<file path="config.mk">
export PLATFORM = sky130hd
export DESIGN_NAME = irq_moderator
export DESIGN_NICKNAME = d
export VERILOG_FILES = /design/src/rtl/irq_mod_pkg.sv /design/src/rtl/irq_dly_timer.sv /design/src/rtl/irq_throttle.sv /design/src/rtl/irq_moderator.sv
export SDC_FILE = /design/constraint.sdc
export NUM_CORES = 1
export LEC_CHECK = 0
export CAP_MARGIN = 20
export CORE_MARGIN = 2
export CORE_UTILIZATION = 35
export CTS_CLUSTER_SIZE = 12
export DETAILED_ROUTE_END_ITERATION = 8
export PLACE_DENSITY = 0.65
export SYNTH_ARGS = -nofsm -noshare
export SYNTH_HDL_FRONTEND = slang
export SYNTH_SLANG_ARGS = --single-unit
export TNS_END_PERCENT = 1
</file>
<file path="constraint.sdc">
create_clock -name clk -period 2.94 [get_ports clk]
set_clock_uncertainty 0.05 [all_clocks]
set_input_delay 0.294 -clock clk [delete_from_list [all_inputs] [get_ports clk]]
set_output_delay 0.294 -clock clk [all_outputs]
set_load 0.01 [all_outputs]
</file>
<file path="src/rtl/irq_mod_pkg.sv">
package irq_mod_pkg;

    // Timer flavour: relative restarts on every kick, absolute only when idle
    typedef enum logic {
        TMR_RELATIVE = 1'b0,
        TMR_ABSOLUTE = 1'b1
    } tmr_kind_e;

    localparam int DEF_CAUSES = 8;
    localparam int DEF_TMR_W  = 16;
    localparam int NUM_TMRS   = 4;

    // Next state of the interrupt line
    function automatic logic line_next(
        input logic cur,
        input logic active,
        input logic rd,
        input logic thr_zero,
        input logic imm
    );
        logic nxt;
        if (rd || !active) nxt = 1'b0;
        else if (cur)      nxt = 1'b1;
        else               nxt = thr_zero || imm;
        return nxt;
    endfunction

endpackage

</file>
<file path="src/rtl/irq_dly_timer.sv">
module irq_dly_timer
    import irq_mod_pkg::*;
#(
    parameter int        TMR_W = DEF_TMR_W,
    parameter tmr_kind_e KIND  = TMR_RELATIVE
) (
    input  logic             clk,
    input  logic             rst,
    input  logic             kick_i,
    input  logic [TMR_W-1:0] load_i,
    input  logic             tick_i,
    output logic             fire_o
);

    localparam logic [TMR_W-1:0] ONE = TMR_W'(1);

    logic [TMR_W-1:0] cnt_q;
    logic             run_q;
    logic             restart;

    generate
        if (KIND == TMR_ABSOLUTE) begin : g_abs
            assign restart = kick_i && (load_i != '0) && !run_q;
        end else begin : g_rel
            assign restart = kick_i && (load_i != '0);
        end
    endgenerate

    assign fire_o = run_q && tick_i && (cnt_q == ONE) && !restart;

    always_ff @(posedge clk) begin
        if (rst) begin
            cnt_q <= '0;
            run_q <= 1'b0;
        end else if (restart) begin
            cnt_q <= load_i;
            run_q <= 1'b1;
        end else if (run_q && tick_i) begin
            cnt_q <= cnt_q - ONE;
            if (cnt_q == ONE) run_q <= 1'b0;
        end
    end

endmodule

</file>
<file path="src/rtl/irq_throttle.sv">
module irq_throttle
    import irq_mod_pkg::*;
#(
    parameter int TMR_W = DEF_TMR_W
) (
    input  logic             clk,
    input  logic             rst,
    input  logic             reload_i,
    input  logic [TMR_W-1:0] ival_i,
    input  logic             tick_i,
    output logic             zero_o,
    output logic [TMR_W-1:0] cnt_o
);

    logic [TMR_W-1:0] cnt_q;

    always_ff @(posedge clk) begin
        if (rst)                          cnt_q <= '0;
        else if (reload_i)                cnt_q <= ival_i;
        else if (tick_i && cnt_q != '0)   cnt_q <= cnt_q - TMR_W'(1);
    end

    assign zero_o = (cnt_q == '0);
    assign cnt_o  = cnt_q;

endmodule

</file>
<file path="src/rtl/irq_moderator.sv">
module irq_moderator
    import irq_mod_pkg::*;
#(
    parameter int NUM_CAUSES = DEF_CAUSES,
    parameter int TMR_W      = DEF_TMR_W,
    parameter int RX_CAUSE   = 7,
    parameter int TX_CAUSE   = 0
) (
    input  logic                  clk,
    input  logic                  rst,
    input  logic [NUM_CAUSES-1:0] cause_i,
    input  logic                  cause_now_i,
    input  logic                  mask_set_i,
    input  logic                  mask_clr_i,
    input  logic [NUM_CAUSES-1:0] mask_wdata_i,
    input  logic                  pend_rd_i,
    output logic [NUM_CAUSES-1:0] pend_o,
    input  logic                  tick_i,
    input  logic [TMR_W-1:0]      thr_ival_i,
    input  logic                  rx_kick_i,
    input  logic                  tx_kick_i,
    input  logic [TMR_W-1:0]      rx_rel_i,
    input  logic [TMR_W-1:0]      rx_abs_i,
    input  logic [TMR_W-1:0]      tx_rel_i,
    input  logic [TMR_W-1:0]      tx_abs_i,
    output logic                  irq_o
);

    localparam int N = NUM_CAUSES;

    logic [N-1:0] pend_q, mask_q, tmr_cause;
    logic         irq_q, irq_d, imm_q, imm_set, active, rise, thr_zero;
    logic [TMR_W-1:0] thr_cnt;

    // Timer slots: 0 rx relative, 1 rx absolute, 2 tx relative, 3 tx absolute
    logic             tmr_kick [NUM_TMRS];
    logic [TMR_W-1:0] tmr_load [NUM_TMRS];
    logic [NUM_TMRS-1:0] tmr_fire;

    assign tmr_kick[0] = rx_kick_i;  assign tmr_load[0] = rx_rel_i;
    assign tmr_kick[1] = rx_kick_i;  assign tmr_load[1] = rx_abs_i;
    assign tmr_kick[2] = tx_kick_i;  assign tmr_load[2] = tx_rel_i;
    assign tmr_kick[3] = tx_kick_i;  assign tmr_load[3] = tx_abs_i;

    generate
        for (genvar g = 0; g < NUM_TMRS; g++) begin : g_tmr
            localparam tmr_kind_e K = (g % 2 == 1) ? TMR_ABSOLUTE : TMR_RELATIVE;
            irq_dly_timer #(.TMR_W(TMR_W), .KIND(K)) u_tmr (
                .clk    (clk),
                .rst    (rst),
                .kick_i (tmr_kick[g]),
                .load_i (tmr_load[g]),
                .tick_i (tick_i),
                .fire_o (tmr_fire[g])
            );
        end
    endgenerate

    always_comb begin
        tmr_cause = '0;
        tmr_cause[RX_CAUSE] = tmr_fire[0] | tmr_fire[1];
        tmr_cause[TX_CAUSE] = tmr_cause[TX_CAUSE] | tmr_fire[2] | tmr_fire[3];
    end

    irq_throttle #(.TMR_W(TMR_W)) u_thr (
        .clk      (clk),
        .rst      (rst),
        .reload_i (rise),
        .ival_i   (thr_ival_i),
        .tick_i   (tick_i),
        .zero_o   (thr_zero),
        .cnt_o    (thr_cnt)
    );

    assign active  = |(pend_q & mask_q);
    assign imm_set = (cause_now_i && (cause_i != '0)) || (tmr_fire != '0) || mask_set_i;
    assign irq_d   = line_next(irq_q, active, pend_rd_i, thr_zero, imm_q);
    assign rise    = irq_d && !irq_q;

    always_ff @(posedge clk) begin
        if (rst) begin
            pend_q <= '0;
            mask_q <= '0;
            irq_q  <= 1'b0;
            imm_q  <= 1'b0;
        end else begin
            pend_q <= (pend_rd_i ? '0 : pend_q) | cause_i | tmr_cause;
            mask_q <= (mask_q | (mask_set_i ? mask_wdata_i : '0))
                      & ~(mask_clr_i ? mask_wdata_i : '0);
            irq_q  <= irq_d;
            imm_q  <= imm_set || (imm_q && !(rise || pend_rd_i || !active));
        end
    end

    assign pend_o = pend_q;
    assign irq_o  = irq_q;

endmodule

</file>
; ---- After elaboration in Yosys (flattened, before gate mapping)
; Cells that the tools add are included.
[word_totals]
reg_bits = 102
wordCells = 117
in_bits = 105
output_inout_bits = 9
[classes]
n_mux = 27
n_eq_ne = 4
n_bitwise = 8
reduce_logical = 60
addsub = 5
[op_table]
columns = cell, n
row1 = 2-to-1 mux 16 bit, 10
row2 = nonzero test 16 bit, 5
row3 = "subtractor 16 x 1 -> 16 bit, second input constant", 5
row4 = "== test 16 x 1 -> 1 bit, second input constant", 4
row5 = 2-to-1 mux 8 bit, 3
row6 = OR 8 bit, 3
row7 = logical AND 1 bit, 22
row8 = nonzero test 2 bit, 9
row9 = bitwise AND 8 bit, 2
row10 = zero test 16 bit, 1
row11 = 2-to-1 mux 1 bit, 14
row12 = zero test 1 bit, 9
row13 = NOT 8 bit, 1
row14 = AND reduction 2 bit, 4
row15 = nonzero test 8 bit, 1
row16 = OR reduction 8 bit, 1
row17 = logical OR 1 bit, 7
row18 = nonzero test 4 bit, 1
row19 = OR 1 bit, 2

; ---- Logic depth before layout (Yosys ltp)
[logic_depth]
word_depth = 11
depth_mapped = 8

; ---- Cells and area by module
; Synthesis repeated with hierarchy kept, for this count alone.
[hier_totals]
hier_cells = 677
area_unflattened_um2 = 6035.8
[by_module_without_submodules]
columns = mod, instances, area_each_um2, seq_area_each_um2, cells_per_inst
row1 = irq_dly_timer at g_tmr[0].u_tmr ..., 2, 1091.0, 340.3, 116
row2 = irq_throttle, 1, 1143.6, 320.3, 130
row3 = irq_dly_timer at g_tmr[1].u_tmr, 1, 1071.0, 340.3, 127
row4 = irq_dly_timer at g_tmr[3].u_tmr, 1, 967.2, 340.3, 115
row5 = irq_moderator, 1, 671.9, 360.3, 73

; ---- Worst setup path after synthesis
; OpenSTA, ideal clock, no wires.
[synth_timing]
path_type = reg2reg
start = reg g_tmr[0].u_tmr.cnt_q[3]
end = reg g_tmr[0].u_tmr.cnt_q[11]
setup_slack_ns = 0.774
n_path_buf = 0
t_arrival_ns = 2.042
path_stages_with_launch = 5
path_cell_list = dfxtp_1 > or4_4 > or4_4 > or4b_1 > a31oi_1
[synth_via]
elab_chain_len = 3
[synth_lines]
columns = item, line_no
row1 = start: declaration, irq_dly_timer.sv:17  ; logic [TMR_W-1:0] cnt_q;
row2 = start signal: assignment, irq_dly_timer.sv:36  ; cnt_q <= load_i;
row3 = start signal: assignment, irq_dly_timer.sv:39  ; cnt_q <= cnt_q - ONE;
row4 = subtractor 16 x 1 -> 16 bit, irq_dly_timer.sv:39
row5 = 2-to-1 mux 16 bit, irq_dly_timer.sv:38  ; end else if (run_q && tick_i) begin
row6 = 2-to-1 mux 16 bit, irq_dly_timer.sv:35  ; end else if (restart) begin
; Every way passes these cells. The select of a mux whose other input is x is not followed.
; A chain may end at the register's enable or synchronous reset.

; ---- Worst setup path in the final report
[layout_timing]
start = reg u_thr.cnt_q[4], in the netlist u_thr.cnt_o[4]
end = reg u_thr.cnt_q[3], in the netlist u_thr.cnt_o[3]
[layout_via]
elab_chain_len = 6
[layout_lines]
columns = item, line_no
row1 = start: declaration, irq_throttle.sv:15  ; logic [TMR_W-1:0] cnt_q;
row2 = start signal: assignment, irq_throttle.sv:19  ; else if (reload_i) cnt_q <= ival_i;
row3 = start signal: assignment, irq_throttle.sv:20  ; else if (tick_i && cnt_q != '0) cnt_q <= cnt_q - TMR_W'(1);
row4 = zero test 16 bit, irq_throttle.sv:23  ; assign zero_o = (cnt_q == '0);
row5 = logical OR 1 bit, irq_mod_pkg.sv:24  ; else nxt = thr_zero || imm;
row6 = 2-to-1 mux 1 bit, irq_mod_pkg.sv:23  ; else if (cur) nxt = 1'b1;
row7 = 2-to-1 mux 1 bit, irq_mod_pkg.sv:22  ; if (rd || !active) nxt = 1'b0;
row8 = logical AND 1 bit, irq_moderator.sv:78  ; assign rise = irq_d && !irq_q;
row9 = 2-to-1 mux 16 bit or nonzero test 2 bit (tied branches), n/a
; Parallel ways exist; a longest one is shown, timed or not.

==> flow_metrics.env <==
export IMPL_status="completed"
export IMPL_grt_max_degree=88
export IMPL_hp_start="g_tmr[3].u_tmr.cnt_q[1]"
export IMPL_via_per_inst=5.94
export IMPL_hold_violations=0
export IMPL_dieArea_um2=16900
export IMPL_ios=114
export IMPL_syn_area_um2=5560
export IMPL_syn_nets=774
export IMPL_worstSkewPairLatency_ps=350
export IMPL_ant_nets=0
export IMPL_initial_core_util_pct=35.4
export IMPL_post_route_drc_count=0
export IMPL_ys_top_cells_by_count="dfxtp_1, a21oi_1, nand2_1, nor2_1, clkbuf_1"
export IMPL_fillers=1510
export IMPL_synth_seq_cells=102
export IMPL_crit_chain="nor4_1, nand4_1, buf_4, a2111oi_0, a311oi_1"
export IMPL_synth_top_area_share_pct=36.7
export IMPL_end_kind="register"
export IMPL_grt_pass1_vias=5421
export IMPL_cts_buffers=9
export IMPL_crit_start="u_thr.cnt_o[4]"
export IMPL_ctsResizeCount=0
export IMPL_cts_tree="done"
export IMPL_wl_per_cell_um=16.9
export IMPL_total_power_mw=4.37
export IMPL_worst_pin_slew_ps=992
export IMPL_final_period_utilization_pct=83.7
export IMPL_critPathRequiredTime_ps=3070
export IMPL_cts_hold_buf=0
export IMPL_synth_edf_count=0
export IMPL_post_cts_buffers=0
export IMPL_drt_iter0_markers=438
export IMPL_synthTopCellsByArea="dfxtp_1, a21oi_1, or4_1, nand2_1, a311oi_1"
export IMPL_leakage_nw=2.38
export IMPL_port_buffers=113
export IMPL_arrival_ps=2590
export IMPL_yosysMostFrequentCell="dfxtp_1"
export IMPL_first_pass_iters=8
export IMPL_syn_inst=659
export IMPL_finalSetupViolCount=0
export IMPL_grt_usage_pct=19.5
export IMPL_setup_tns_ps=0
export IMPL_slew_viol_final=0
export IMPL_whs_ps=434
export IMPL_cp_slowest_stage_delay_ps=730
export IMPL_hpwl_um=11900
export IMPL_fin_crit_ps=2460
export IMPL_min_path_type="register to register"
export IMPL_multi_input_area_um2=3320
export IMPL_drt_wl_total_um=16600
export IMPL_yosys_warnings=0
export IMPL_irDropWorstVdd_mv=0.293
export IMPL_vias=5817
export IMPL_antenna_cells=0
export IMPL_crit_type="register to register"
export IMPL_syn_area_per_cell_um2=8.44
export IMPL_layout_nets=874
export IMPL_overflow=0
export IMPL_final_seq_area_um2=2040
export IMPL_fp_coreArea_um2=15700
export IMPL_drive_gt1_share_pct=6.68
export IMPL_root_buffer="clkbuf_16"
export IMPL_fp_dieW_um=130
export IMPL_crit_path_top_delay_cell="a2111oi_0"
export IMPL_area_growth_syn_to_layout_pct=30.0
export IMPL_antenna_found_initial=0
export IMPL_power_density_nw_per_um2=604
export IMPL_cts_sinks=102
export IMPL_relSlewSlack_pct=33.9
export IMPL_worst_slack_ps=479
export IMPL_dp_slack_ps=287
export IMPL_rsz0062_at_grt="false"
export IMPL_ys_flop_type="dfxtp_1"
export IMPL_fmax_mhz=406
export IMPL_synth_distinct_cells=65
export IMPL_clkTransAtPathRegs_ps=70
export IMPL_grt_first_pass_wirelength_um=26700
export IMPL_rows=46
export IMPL_clockBufferDepth=2
export IMPL_ys_seq_area_share_pct=36.7
export IMPL_routabilityCongestion=0.896
export IMPL_h_tree_depth=3
export IMPL_synth_async_sr_flop_share_pct=0
export IMPL_start_kind="register"
export IMPL_cap_violations=0
export IMPL_crit_path_max_fanout=23
export IMPL_synth_top_cell_by_area="dfxtp_1"
export IMPL_fp_dieH_um=130
export IMPL_reg2reg_from="u_thr.cnt_o[4]"
[layer usage]
layer,GRT usage (%),part of all wire (%)
met1,26.4,47
met2,31.5,46
met3,2.95,5.2
met4,7.40,1.9
met5,0,0
[final timing paths]
kind,to,slack (ps),depth (start not counted)
worst max register to register,u_thr.cnt_o[3],480,5
worst min-delay path,g_tmr[3].u_tmr.cnt_q[1],430,2
worst min register to register,g_tmr[3].u_tmr.cnt_q[1],430,2
worst max-delay path,u_thr.cnt_o[3],480,5
[final cells by class]
cell class / count / share of cell area (%)
multi-input combinational: 501 / 46.0
sequential: 102 / 28.2
timing repair buffer: 128 / 17.5
tap: 216 / 3.74
clock buffer: 13 / 3.46
inverter: 17 / 0.882
clock inverter: 3 / 0.277
[cells by family (layout without fill, tap and decap cells)]
logic type      after synthesis  in the layout  synth area share (%)
simple gates                244            244                  25.1
flops                       102            102                  36.7
mux                           1              1                 0.180
xor+xnor                     18             18                  2.83
buf+inv                      56            161                  3.82
fa+ha+maj                    10             10                  2.25
compound gates              228            228                  29.1
[registers in the layout, indices dropped and copies added, names as in the netlist]
name,cells
u_thr.cnt_o,16
g_tmr.u_tmr.cnt_q,64
g_tmr.u_tmr.run_q,4
imm_q,1
pend_o,8
mask_q,8
irq_o,1
[power breakdown]
group / internal [mW] / switching [mW]
Clock: 0.597 / 0.523
Combinational: 0.640 / 0.800
Sequential: 1.58 / 0.233
Total: 2.81 / 1.56
[critical path, delay by kind of cell (launching register included)]
kind / cells / cell delay, ps
buf+inv: 1 / 270
compound gates: 2 / 860
simple gates: 2 / 740
flops: 1 / 370
[per-stage QoR]
step                      util, %  cell area (um^2)  instances
after global routing         46.0              7230        980
after floorplan                 -              5560        659
after detailed placement     44.3              6960        964
final                        46.0              7230        980
after global placement       44.3              6960        964
after CTS                    46.0              7230        980
[layout by cell type (no fill, tap or decap), types with 22 or more instances in the layout]
cell type,instances
o21ai_0,30
nand2_1,46
a21oi_1,52
or4_1,29
a31oi_1,22
clkdlybuf4s50_1,112
nand3_1,29
nor2_1,43
dfxtp_1,102
Note: power is estimated with default switching activity, not from simulation.
